<file path="config.mk">
export PLATFORM = sky130hd
export DESIGN_NAME = rx_silo_mux
export DESIGN_NICKNAME = d
export VERILOG_FILES = /design/src/rtl/rx_silo_pkg.sv /design/src/rtl/rx_silo_arb.sv /design/src/rtl/rx_silo_fifo.sv /design/src/rtl/rx_silo_ctrl.sv /design/src/rtl/rx_silo_mux.sv
export SDC_FILE = /design/constraint.sdc
export NUM_CORES = 1
export LEC_CHECK = 0
export BUFFER_PORTS_ARGS = -buffer_cell sky130_fd_sc_hd__buf_4
export CORE_MARGIN = 8
export CORE_UTILIZATION = 58
export DETAILED_ROUTE_END_ITERATION = 10
export HOLD_SLACK_MARGIN = 0.05
export PLACE_DENSITY = 0.75
export SLEW_MARGIN = 20
export SYNTH_ARGS = -nofsm -noshare
export SYNTH_HDL_FRONTEND = slang
export SYNTH_HIERARCHICAL = 1
export SYNTH_SLANG_ARGS = --single-unit
</file>
<file path="constraint.sdc">
create_clock -name clk -period 14 [get_ports clk]
set_input_delay 2.8 -clock clk [delete_from_list [all_inputs] [get_ports clk]]
set_output_delay 2.8 -clock clk [all_outputs]
set_load 0.02 [all_outputs]
</file>
<file path="src/rtl/rx_silo_pkg.sv">
package rx_silo_pkg;

  localparam int LINE_W = 4;
  localparam int CHAR_W = 8;

  typedef enum logic [1:0] {
    SEL_CSR  = 2'd0,
    SEL_RXD  = 2'd1,
    SEL_ALM  = 2'd2,
    SEL_NONE = 2'd3
  } reg_sel_e;

  // control/status bit positions
  localparam int CSR_SFLAG = 14;
  localparam int CSR_SEN   = 12;
  localparam int CSR_MCLR  = 11;
  localparam int CSR_RFLAG = 7;
  localparam int CSR_REN   = 6;

  typedef struct packed {
    logic              ovr;
    logic              ferr;
    logic              perr;
    logic [LINE_W-1:0] line;
    logic [CHAR_W-1:0] ch;
  } entry_t;

  localparam int ENTRY_W = $bits(entry_t);

endpackage

</file>
<file path="src/rtl/rx_silo_arb.sv">
module rx_silo_arb
  import rx_silo_pkg::*;
#(
  parameter int NLINES = 16
) (
  input  logic                     clk,
  input  logic                     rst_n,
  input  logic                     mclr,
  input  logic [NLINES-1:0]        line_req,
  input  logic [NLINES*CHAR_W-1:0] line_char,
  input  logic [NLINES-1:0]        line_perr,
  input  logic [NLINES-1:0]        line_ferr,
  input  logic                     silo_full,
  output logic                     push,
  output entry_t                   push_entry
);

  logic [NLINES-1:0]             slot_vld_q, slot_vld_d;
  logic [NLINES-1:0][CHAR_W-1:0] slot_ch_q, slot_ch_d;
  logic [NLINES-1:0]             slot_pe_q, slot_pe_d;
  logic [NLINES-1:0]             slot_fe_q, slot_fe_d;
  logic                          ovr_q, ovr_d;

  logic              win_vld;
  logic [LINE_W-1:0] win_idx;
  logic [NLINES-1:0] slot_drop;
  logic [NLINES-1:0] slot_ld;

  // lowest-numbered occupied slot wins
  always_comb begin
    win_vld = 1'b0;
    win_idx = '0;
    for (int i = NLINES - 1; i >= 0; i--) begin
      if (slot_vld_q[i]) begin
        win_vld = 1'b1;
        win_idx = LINE_W'(i);
      end
    end
  end

  assign push = win_vld && !silo_full;

  always_comb begin
    push_entry      = '0;
    push_entry.ovr  = ovr_q;
    push_entry.ferr = slot_fe_q[win_idx];
    push_entry.perr = slot_pe_q[win_idx];
    push_entry.line = win_idx;
    push_entry.ch   = slot_ch_q[win_idx];
  end

  generate
    for (genvar g = 0; g < NLINES; g++) begin : g_slot
      logic keeps;
      assign keeps        = slot_vld_q[g] && !(win_vld && (win_idx == LINE_W'(g)));
      assign slot_ld[g]   = line_req[g] && !keeps && !mclr;
      assign slot_drop[g] = line_req[g] && keeps;

      always_comb begin
        slot_ch_d[g] = slot_ch_q[g];
        slot_pe_d[g] = slot_pe_q[g];
        slot_fe_d[g] = slot_fe_q[g];
        if (mclr) begin
          slot_vld_d[g] = 1'b0;
        end else if (slot_ld[g]) begin
          slot_vld_d[g] = 1'b1;
          slot_ch_d[g]  = line_char[g*CHAR_W +: CHAR_W];
          slot_pe_d[g]  = line_perr[g];
          slot_fe_d[g]  = line_ferr[g];
        end else begin
          slot_vld_d[g] = keeps;
        end
      end
    end
  endgenerate

  always_comb begin
    if (mclr) begin
      ovr_d = 1'b0;
    end else begin
      ovr_d = (ovr_q && !push) || (win_vld && silo_full) || (|slot_drop);
    end
  end

  always_ff @(posedge clk or negedge rst_n) begin
    if (!rst_n) begin
      slot_vld_q <= '0;
      ovr_q      <= 1'b0;
    end else begin
      slot_vld_q <= slot_vld_d;
      ovr_q      <= ovr_d;
    end
  end

  // payload registers carry no reset; the valid bit qualifies them
  always_ff @(posedge clk) begin
    for (int i = 0; i < NLINES; i++) begin
      if (slot_ld[i]) begin
        slot_ch_q[i] <= slot_ch_d[i];
        slot_pe_q[i] <= slot_pe_d[i];
        slot_fe_q[i] <= slot_fe_d[i];
      end
    end
  end

endmodule

</file>
<file path="src/rtl/rx_silo_fifo.sv">
module rx_silo_fifo #(
  parameter int DEPTH = 64,
  parameter int WIDTH = 15
) (
  input  logic              clk,
  input  logic              rst_n,
  input  logic              mclr,
  input  logic              push,
  input  logic [WIDTH-1:0]  push_data,
  input  logic              pop,
  output logic [WIDTH-1:0]  head,
  output logic [$clog2(DEPTH+1)-1:0] fill,
  output logic              full,
  output logic              empty
);

  localparam int AW = (DEPTH > 1) ? $clog2(DEPTH) : 1;
  localparam int CW = $clog2(DEPTH + 1);

  logic [WIDTH-1:0] mem_q [DEPTH];
  logic [AW-1:0]    wr_ptr_q, wr_ptr_d;
  logic [AW-1:0]    rd_ptr_q, rd_ptr_d;
  logic [CW-1:0]    cnt_q, cnt_d;
  logic             do_push, do_pop;

  assign full    = (cnt_q == CW'(DEPTH));
  assign empty   = (cnt_q == '0);
  assign do_push = push && !full && !mclr;
  assign do_pop  = pop && !empty && !mclr;
  assign head    = mem_q[rd_ptr_q];
  assign fill    = cnt_q;

  function automatic logic [AW-1:0] bump(input logic [AW-1:0] p);
    return (p == AW'(DEPTH - 1)) ? '0 : p + 1'b1;
  endfunction

  always_comb begin
    wr_ptr_d = wr_ptr_q;
    rd_ptr_d = rd_ptr_q;
    cnt_d    = cnt_q;
    if (mclr) begin
      wr_ptr_d = '0;
      rd_ptr_d = '0;
      cnt_d    = '0;
    end else begin
      if (do_push) wr_ptr_d = bump(wr_ptr_q);
      if (do_pop)  rd_ptr_d = bump(rd_ptr_q);
      case ({do_push, do_pop})
        2'b10:   cnt_d = cnt_q + 1'b1;
        2'b01:   cnt_d = cnt_q - 1'b1;
        default: cnt_d = cnt_q;
      endcase
    end
  end

  always_ff @(posedge clk or negedge rst_n) begin
    if (!rst_n) begin
      wr_ptr_q <= '0;
      rd_ptr_q <= '0;
      cnt_q    <= '0;
    end else begin
      wr_ptr_q <= wr_ptr_d;
      rd_ptr_q <= rd_ptr_d;
      cnt_q    <= cnt_d;
    end
  end

  always_ff @(posedge clk) begin
    if (do_push) mem_q[wr_ptr_q] <= push_data;
  end

endmodule

</file>
<file path="src/rtl/rx_silo_ctrl.sv">
module rx_silo_ctrl
  import rx_silo_pkg::*;
#(
  parameter int CNT_W = 7
) (
  input  logic             clk,
  input  logic             rst_n,
  input  logic             csr_we,
  input  logic             alm_we,
  input  logic [15:0]      wdata,
  input  logic [CNT_W-1:0] fill,
  output logic             mclr,
  output logic             ren,
  output logic             sen,
  output logic             sflag,
  output logic [CNT_W-1:0] level
);

  logic             ren_q, ren_d;
  logic             sen_q, sen_d;
  logic             sflag_q, sflag_d;
  logic             above_q, above_d;
  logic [CNT_W-1:0] level_q, level_d;

  assign mclr    = csr_we && wdata[CSR_MCLR];
  assign above_d = (level_q != '0) && (fill >= level_q);

  always_comb begin
    ren_d   = ren_q;
    sen_d   = sen_q;
    level_d = level_q;
    sflag_d = sflag_q;
    if (mclr) begin
      ren_d   = 1'b0;
      sen_d   = 1'b0;
      level_d = '0;
      sflag_d = 1'b0;
    end else begin
      if (csr_we) begin
        ren_d = wdata[CSR_REN];
        sen_d = wdata[CSR_SEN];
      end
      if (alm_we) level_d = wdata[CNT_W-1:0];
      if (!above_d) begin
        sflag_d = 1'b0;
      end else if (!above_q) begin
        sflag_d = 1'b1;
      end else if (csr_we && !wdata[CSR_SFLAG]) begin
        sflag_d = 1'b0;
      end
    end
  end

  always_ff @(posedge clk or negedge rst_n) begin
    if (!rst_n) begin
      ren_q   <= 1'b0;
      sen_q   <= 1'b0;
      sflag_q <= 1'b0;
      above_q <= 1'b0;
      level_q <= '0;
    end else begin
      ren_q   <= ren_d;
      sen_q   <= sen_d;
      sflag_q <= sflag_d;
      above_q <= mclr ? 1'b0 : above_d;
      level_q <= level_d;
    end
  end

  assign ren   = ren_q;
  assign sen   = sen_q;
  assign sflag = sflag_q;
  assign level = level_q;

endmodule

</file>
<file path="src/rtl/rx_silo_mux.sv">
module rx_silo_mux
  import rx_silo_pkg::*;
#(
  parameter int NLINES = 16,
  parameter int DEPTH  = 64
) (
  input  logic                     clk,
  input  logic                     rst_n,
  input  logic [NLINES-1:0]        line_req,
  input  logic [NLINES*CHAR_W-1:0] line_char,
  input  logic [NLINES-1:0]        line_perr,
  input  logic [NLINES-1:0]        line_ferr,
  input  logic [1:0]               bus_addr,
  input  logic                     bus_rd,
  input  logic                     bus_wr,
  input  logic [15:0]              bus_wdata,
  output logic [15:0]              bus_rdata,
  output logic                     irq
);

  localparam int CNT_W = $clog2(DEPTH + 1);

  reg_sel_e         sel;
  logic             mclr;
  logic             push;
  entry_t           push_entry;
  logic [ENTRY_W-1:0] head;
  logic [CNT_W-1:0] fill_cnt;
  logic             full, empty;
  logic             ren, sen, sflag;
  logic [CNT_W-1:0] level;
  logic             pop;
  logic             rflag;

  assign sel   = reg_sel_e'(bus_addr);
  assign pop   = bus_rd && (sel == SEL_RXD);
  assign rflag = !empty;

  rx_silo_arb #(.NLINES(NLINES)) u_arb (
    .clk        (clk),
    .rst_n      (rst_n),
    .mclr       (mclr),
    .line_req   (line_req),
    .line_char  (line_char),
    .line_perr  (line_perr),
    .line_ferr  (line_ferr),
    .silo_full  (full),
    .push       (push),
    .push_entry (push_entry)
  );

  rx_silo_fifo #(.DEPTH(DEPTH), .WIDTH(ENTRY_W)) u_fifo (
    .clk       (clk),
    .rst_n     (rst_n),
    .mclr      (mclr),
    .push      (push),
    .push_data (push_entry),
    .pop       (pop),
    .head      (head),
    .fill      (fill_cnt),
    .full      (full),
    .empty     (empty)
  );

  rx_silo_ctrl #(.CNT_W(CNT_W)) u_ctrl (
    .clk    (clk),
    .rst_n  (rst_n),
    .csr_we (bus_wr && (sel == SEL_CSR)),
    .alm_we (bus_wr && (sel == SEL_ALM)),
    .wdata  (bus_wdata),
    .fill   (fill_cnt),
    .mclr   (mclr),
    .ren    (ren),
    .sen    (sen),
    .sflag  (sflag),
    .level  (level)
  );

  always_comb begin
    bus_rdata = '0;
    case (sel)
      SEL_CSR: begin
        bus_rdata[CSR_SFLAG] = sflag;
        bus_rdata[CSR_SEN]   = sen;
        bus_rdata[CSR_RFLAG] = rflag;
        bus_rdata[CSR_REN]   = ren;
      end
      SEL_RXD: bus_rdata = empty ? 16'h0000 : {1'b1, head};
      SEL_ALM: bus_rdata = 16'(level);
      default: bus_rdata = '0;
    endcase
  end

  assign irq = (rflag && ren) || (sflag && sen);

endmodule

</file>
==> flow_metrics.tcl <==
set metrics [dict create \
    rrSetupSlack_ns 9.07 \
    ctsLongestPathBuffers 3 \
    floorplan.initialDensity_pct 58.4 \
    status "finished, final reports clean" \
    die_w_um 298 \
    detailedRoute.firstIterationViolations 2850 \
    pwr_density_cell_mw_per_mm2 170 \
    io_buffer_count 208 \
    synth.avg_cell_area_um2 20.0 \
    clock-sinks 1167 \
    critPathMostFrequentCell "buf_4" \
    synth_edf_count 1120 \
    worstSetupPathType "reg2out" \
    avgViaCountPerCell 6.55 \
    layout-area-overhead-vs-synth_pct 15.0 \
    area_taken_by_flip_flops_and_latches_mm2 0.0348 \
    critical_path_top_delay_cell "buf_4" \
    grt_antenna_before_repair 4 \
    grt_max_degree 112 \
    numCtsBuffers 112 \
    drc 0 \
    grt_residual_overflow 0 \
    crit_path_launch_type "flip-flop" \
    num-fill-cells 4826 \
    cp.arrival_ns 5.20 \
    netlist_area_before_placement_mm2 0.0460 \
    total_number_of_vias 24345 \
    synth.yosys.seq_area_share_pct 75.7 \
    max_freq_mhz 125 \
    worst_ir_drop_vdd_mv 0.158 \
    crit-reg2reg-launch "u_arb/slot_vld_q[1]" \
    fin_nets 2785 \
    yosysUniqueCellTypes 73 \
    placed_cells_incl_taps 3503 \
    layout.cells.non_filler 3716 \
    h-tree-depth 3 \
    report.final.slew_viol_count 0 \
    hold_class "reg2reg" \
    first_global_vias 24782 \
    die_h_um 298 \
    post-layout-total-power_uw 9020 \
    post_synth_inst_count 2299 \
    critical_path.cell_chain "buf_4, buf_4, mux4_2, a22o_1, a221oi_1, o22ai_1, a211o_1, and2_1, buf_4" \
    finClkSkew_ns 0.0248 \
    globalRouteTotalUtil_pct 24.5 \
    final-hold-violation-count 0 \
    synthArstFlopShare_pct 4.03 \
    post_cts_repair_resize_count 0 \
    critical_path.top_delay_family "buffers and inverters" \
    hp-start "u_ctrl/above_q" \
    multi_input_area_mm2 0.0106 \
    clk_root_buffer_cell "clkbuf_16" \
    core_region_area_mm2 0.0787 \
    drt_pass1_iterations 7 \
    cts_setup_buffers 0 \
    drv.max_cap_violation_count 0 \
    fin_tns_setup_ns 0 \
    dp_hpwl_um 65900 \
    hold_buffers 0 \
    fin_crit_sh_pct 57.1 \
    unrepaired_setup_endpoints_after_global_routing "no" \
    clkLatencyLatePin_ns 0.67 \
    dominantRegCellSynth "edfxtp_1" \
    yosys_warnings 6 \
    syn_nets 2517 \
    grt_pass1_wl_um 163000 \
    timing.max_slew.rel_slack_pct 24.9 \
    critical_path.startpoint "u_fifo/rd_ptr_q[1]" \
    critPathBufInv 3 \
    die_area_mm2 0.0886 \
    detail-route-antenna-nets 0 \
    timing.critical_path.slowest_cell_delay_ns 0.79 \
    floorplan.io_pins 215 \
    path_clk_slew_ns 0.07 \
    timing.final.crit_period_ns 8.00 \
    cts_tree "built" \
    static-leakage-power_uw 0.0173 \
    num_rows 103 \
    route.detailed.wl_per_inst_um 29.7 \
    tightest_slew_ns 1.13 \
    synth_seq_cells 1167 \
    timing.critical_path.required_ns 11.20 \
    post_route_cells_drive_above_1_share_pct 29.9 \
    setup-violations-final 0 \
    wirelength_um 111000 \
    sort_of_element_at_the_end_of_the_critical_path "output port" \
    timing.critical_path.fanout_max 58 \
    routabilityCongestion 0.869 \
]
## registers in the layout, indices dropped and copies added (netlist names)
name and flops:
u_ctrl/ren 1, u_arb/ovr_q 1, u_arb/slot_ch_q 128, u_fifo/wr_ptr_q 6, u_fifo/mem_q 960, u_ctrl/above_q 1, u_ctrl/sflag 1, u_arb/slot_pe_q 16
u_fifo/rd_ptr_q 6, u_fifo/fill 7, u_arb/slot_fe_q 16, u_ctrl/sen 1, u_ctrl/level 7, u_arb/slot_vld_q 16
## layout by cell type (no fill, tap or decap), drive strengths merged, types with 42 or more instances in the layout
cell    synthesis  final
dfrtp          47     47
nor2          128    128
mux4          240    240
clkbuf         61    142
nand2          53     53
o22ai          46     46
a21oi          42     42
mux2i          49     49
edfxtp       1120   1120
buf            69    284
a22oi          56     56
## cell families after synthesis
| group | count (synthesis) | share of synthesized area, % |
|---|---|---|
| adder cells (fa/ha/maj) | 20 | 0.560 |
| buffers and inverters | 159 | 1.72 |
| multiplexers | 295 | 13.0 |
| XOR/XNOR | 7 | 0.150 |
| flip-flops | 1167 | 75.7 |
| AO/OA/AOI/OAI | 329 | 5.30 |
| AND/OR/NAND/NOR | 322 | 3.62 |
## per-layer routing
metal / part of all wire, % / GRT usage, % / vias up
met3: 9.2 / 4.61 / 218
met5: 0 / 0 / -
met4: 3.6 / 8.55 / 0
met1: 38 / 33.4 / 12639
met2: 49 / 40.0 / 1371
li1: - / - / 10117
## path summary, 6_finish.rpt
path	endpoint	depth (start not counted)
hold / removal	u_ctrl/sflag	1
setup / recovery	bus_rdata[11]	9
min in group asynchronous	u_arb/slot_vld_q[15]	1
hold reg to reg	u_ctrl/sflag	1
setup reg to reg	u_fifo/mem_q[35][6]	7
max in group asynchronous	u_fifo/rd_ptr_q[0]	1
## where the power goes
group | leakage (µW) | internal (µW) | switching (µW)
Sequential | 0.0108 | 4110 | 134
Combinational | 0.00464 | 640 | 956
Clock | 0.00192 | 1910 | 1270
Total | 0.0173 | 6660 | 2360
## worst reg2reg max path: cells and delay by family (launching register included)
kind	cells	cell delay, ns
AND/OR/NAND/NOR	4	2.88
AO/OA/AOI/OAI	2	0.85
flip-flops	1	0.73
buffers and inverters	1	0.08
## layout make-up
type	count	share of cell area, %
flip-flops and latches	1167	65.8
multi-input cells	973	20.0
clock buffers	142	5.82
inverters	29	0.206
diodes	3	0.0142
well taps	1050	2.48
repair buffers	284	4.08
clock inverters	68	1.62
## Yosys cell counts (5+ instances only)
cell type,instances,area [µm²]
o221ai_1,5,43.8
a22o_1,40,350
buf_6,17,191
nand2_1,53,199
nor2b_1,13,81.3
o22ai_1,46,288
nor2_1,126,473
or4_1,5,37.5
and2_1,12,75.1
o21ai_0,27,135
buf_1,15,56.3
a221o_1,9,90.1
a211oi_1,6,45.0
a221oi_1,30,263
or3_1,13,81.3
inv_1,29,109
nor3_1,17,85.1
nor3b_1,18,135
nand2b_1,7,43.8
nand3_1,12,60.1
a21oi_1,42,210
dfrtp_1,47,1180
clkbuf_1,61,229
ha_1,19,238
a22oi_1,56,420
edfxtp_1,1120,33600
a21boi_1,6,45.0
nand3b_1,10,75.1
a221oi_2,6,90.1
nand4_1,5,31.3
or2_2,5,31.3
mux4_2,240,5410
mux2i_1,49,490
a211o_1,13,114
mux2_2,6,67.6
buf_4,9,67.6
a31oi_1,11,68.8
buf_2,28,140
## per-stage QoR
step                utilization [%]  instance area [µm²]  hold slack (ns)  setup WS, ns
finish                         67.2                52900            0.434          6.00
global route                   67.2                52900            0.453          5.84
CTS                            67.2                52900            0.442          5.98
detailed placement             62.2                48900            0.437          6.67
global placement               62.2                48900            0.427          6.69
floorplan                         -                46000            0.409          7.46
Note: power is estimated with default switching activity, not from simulation.
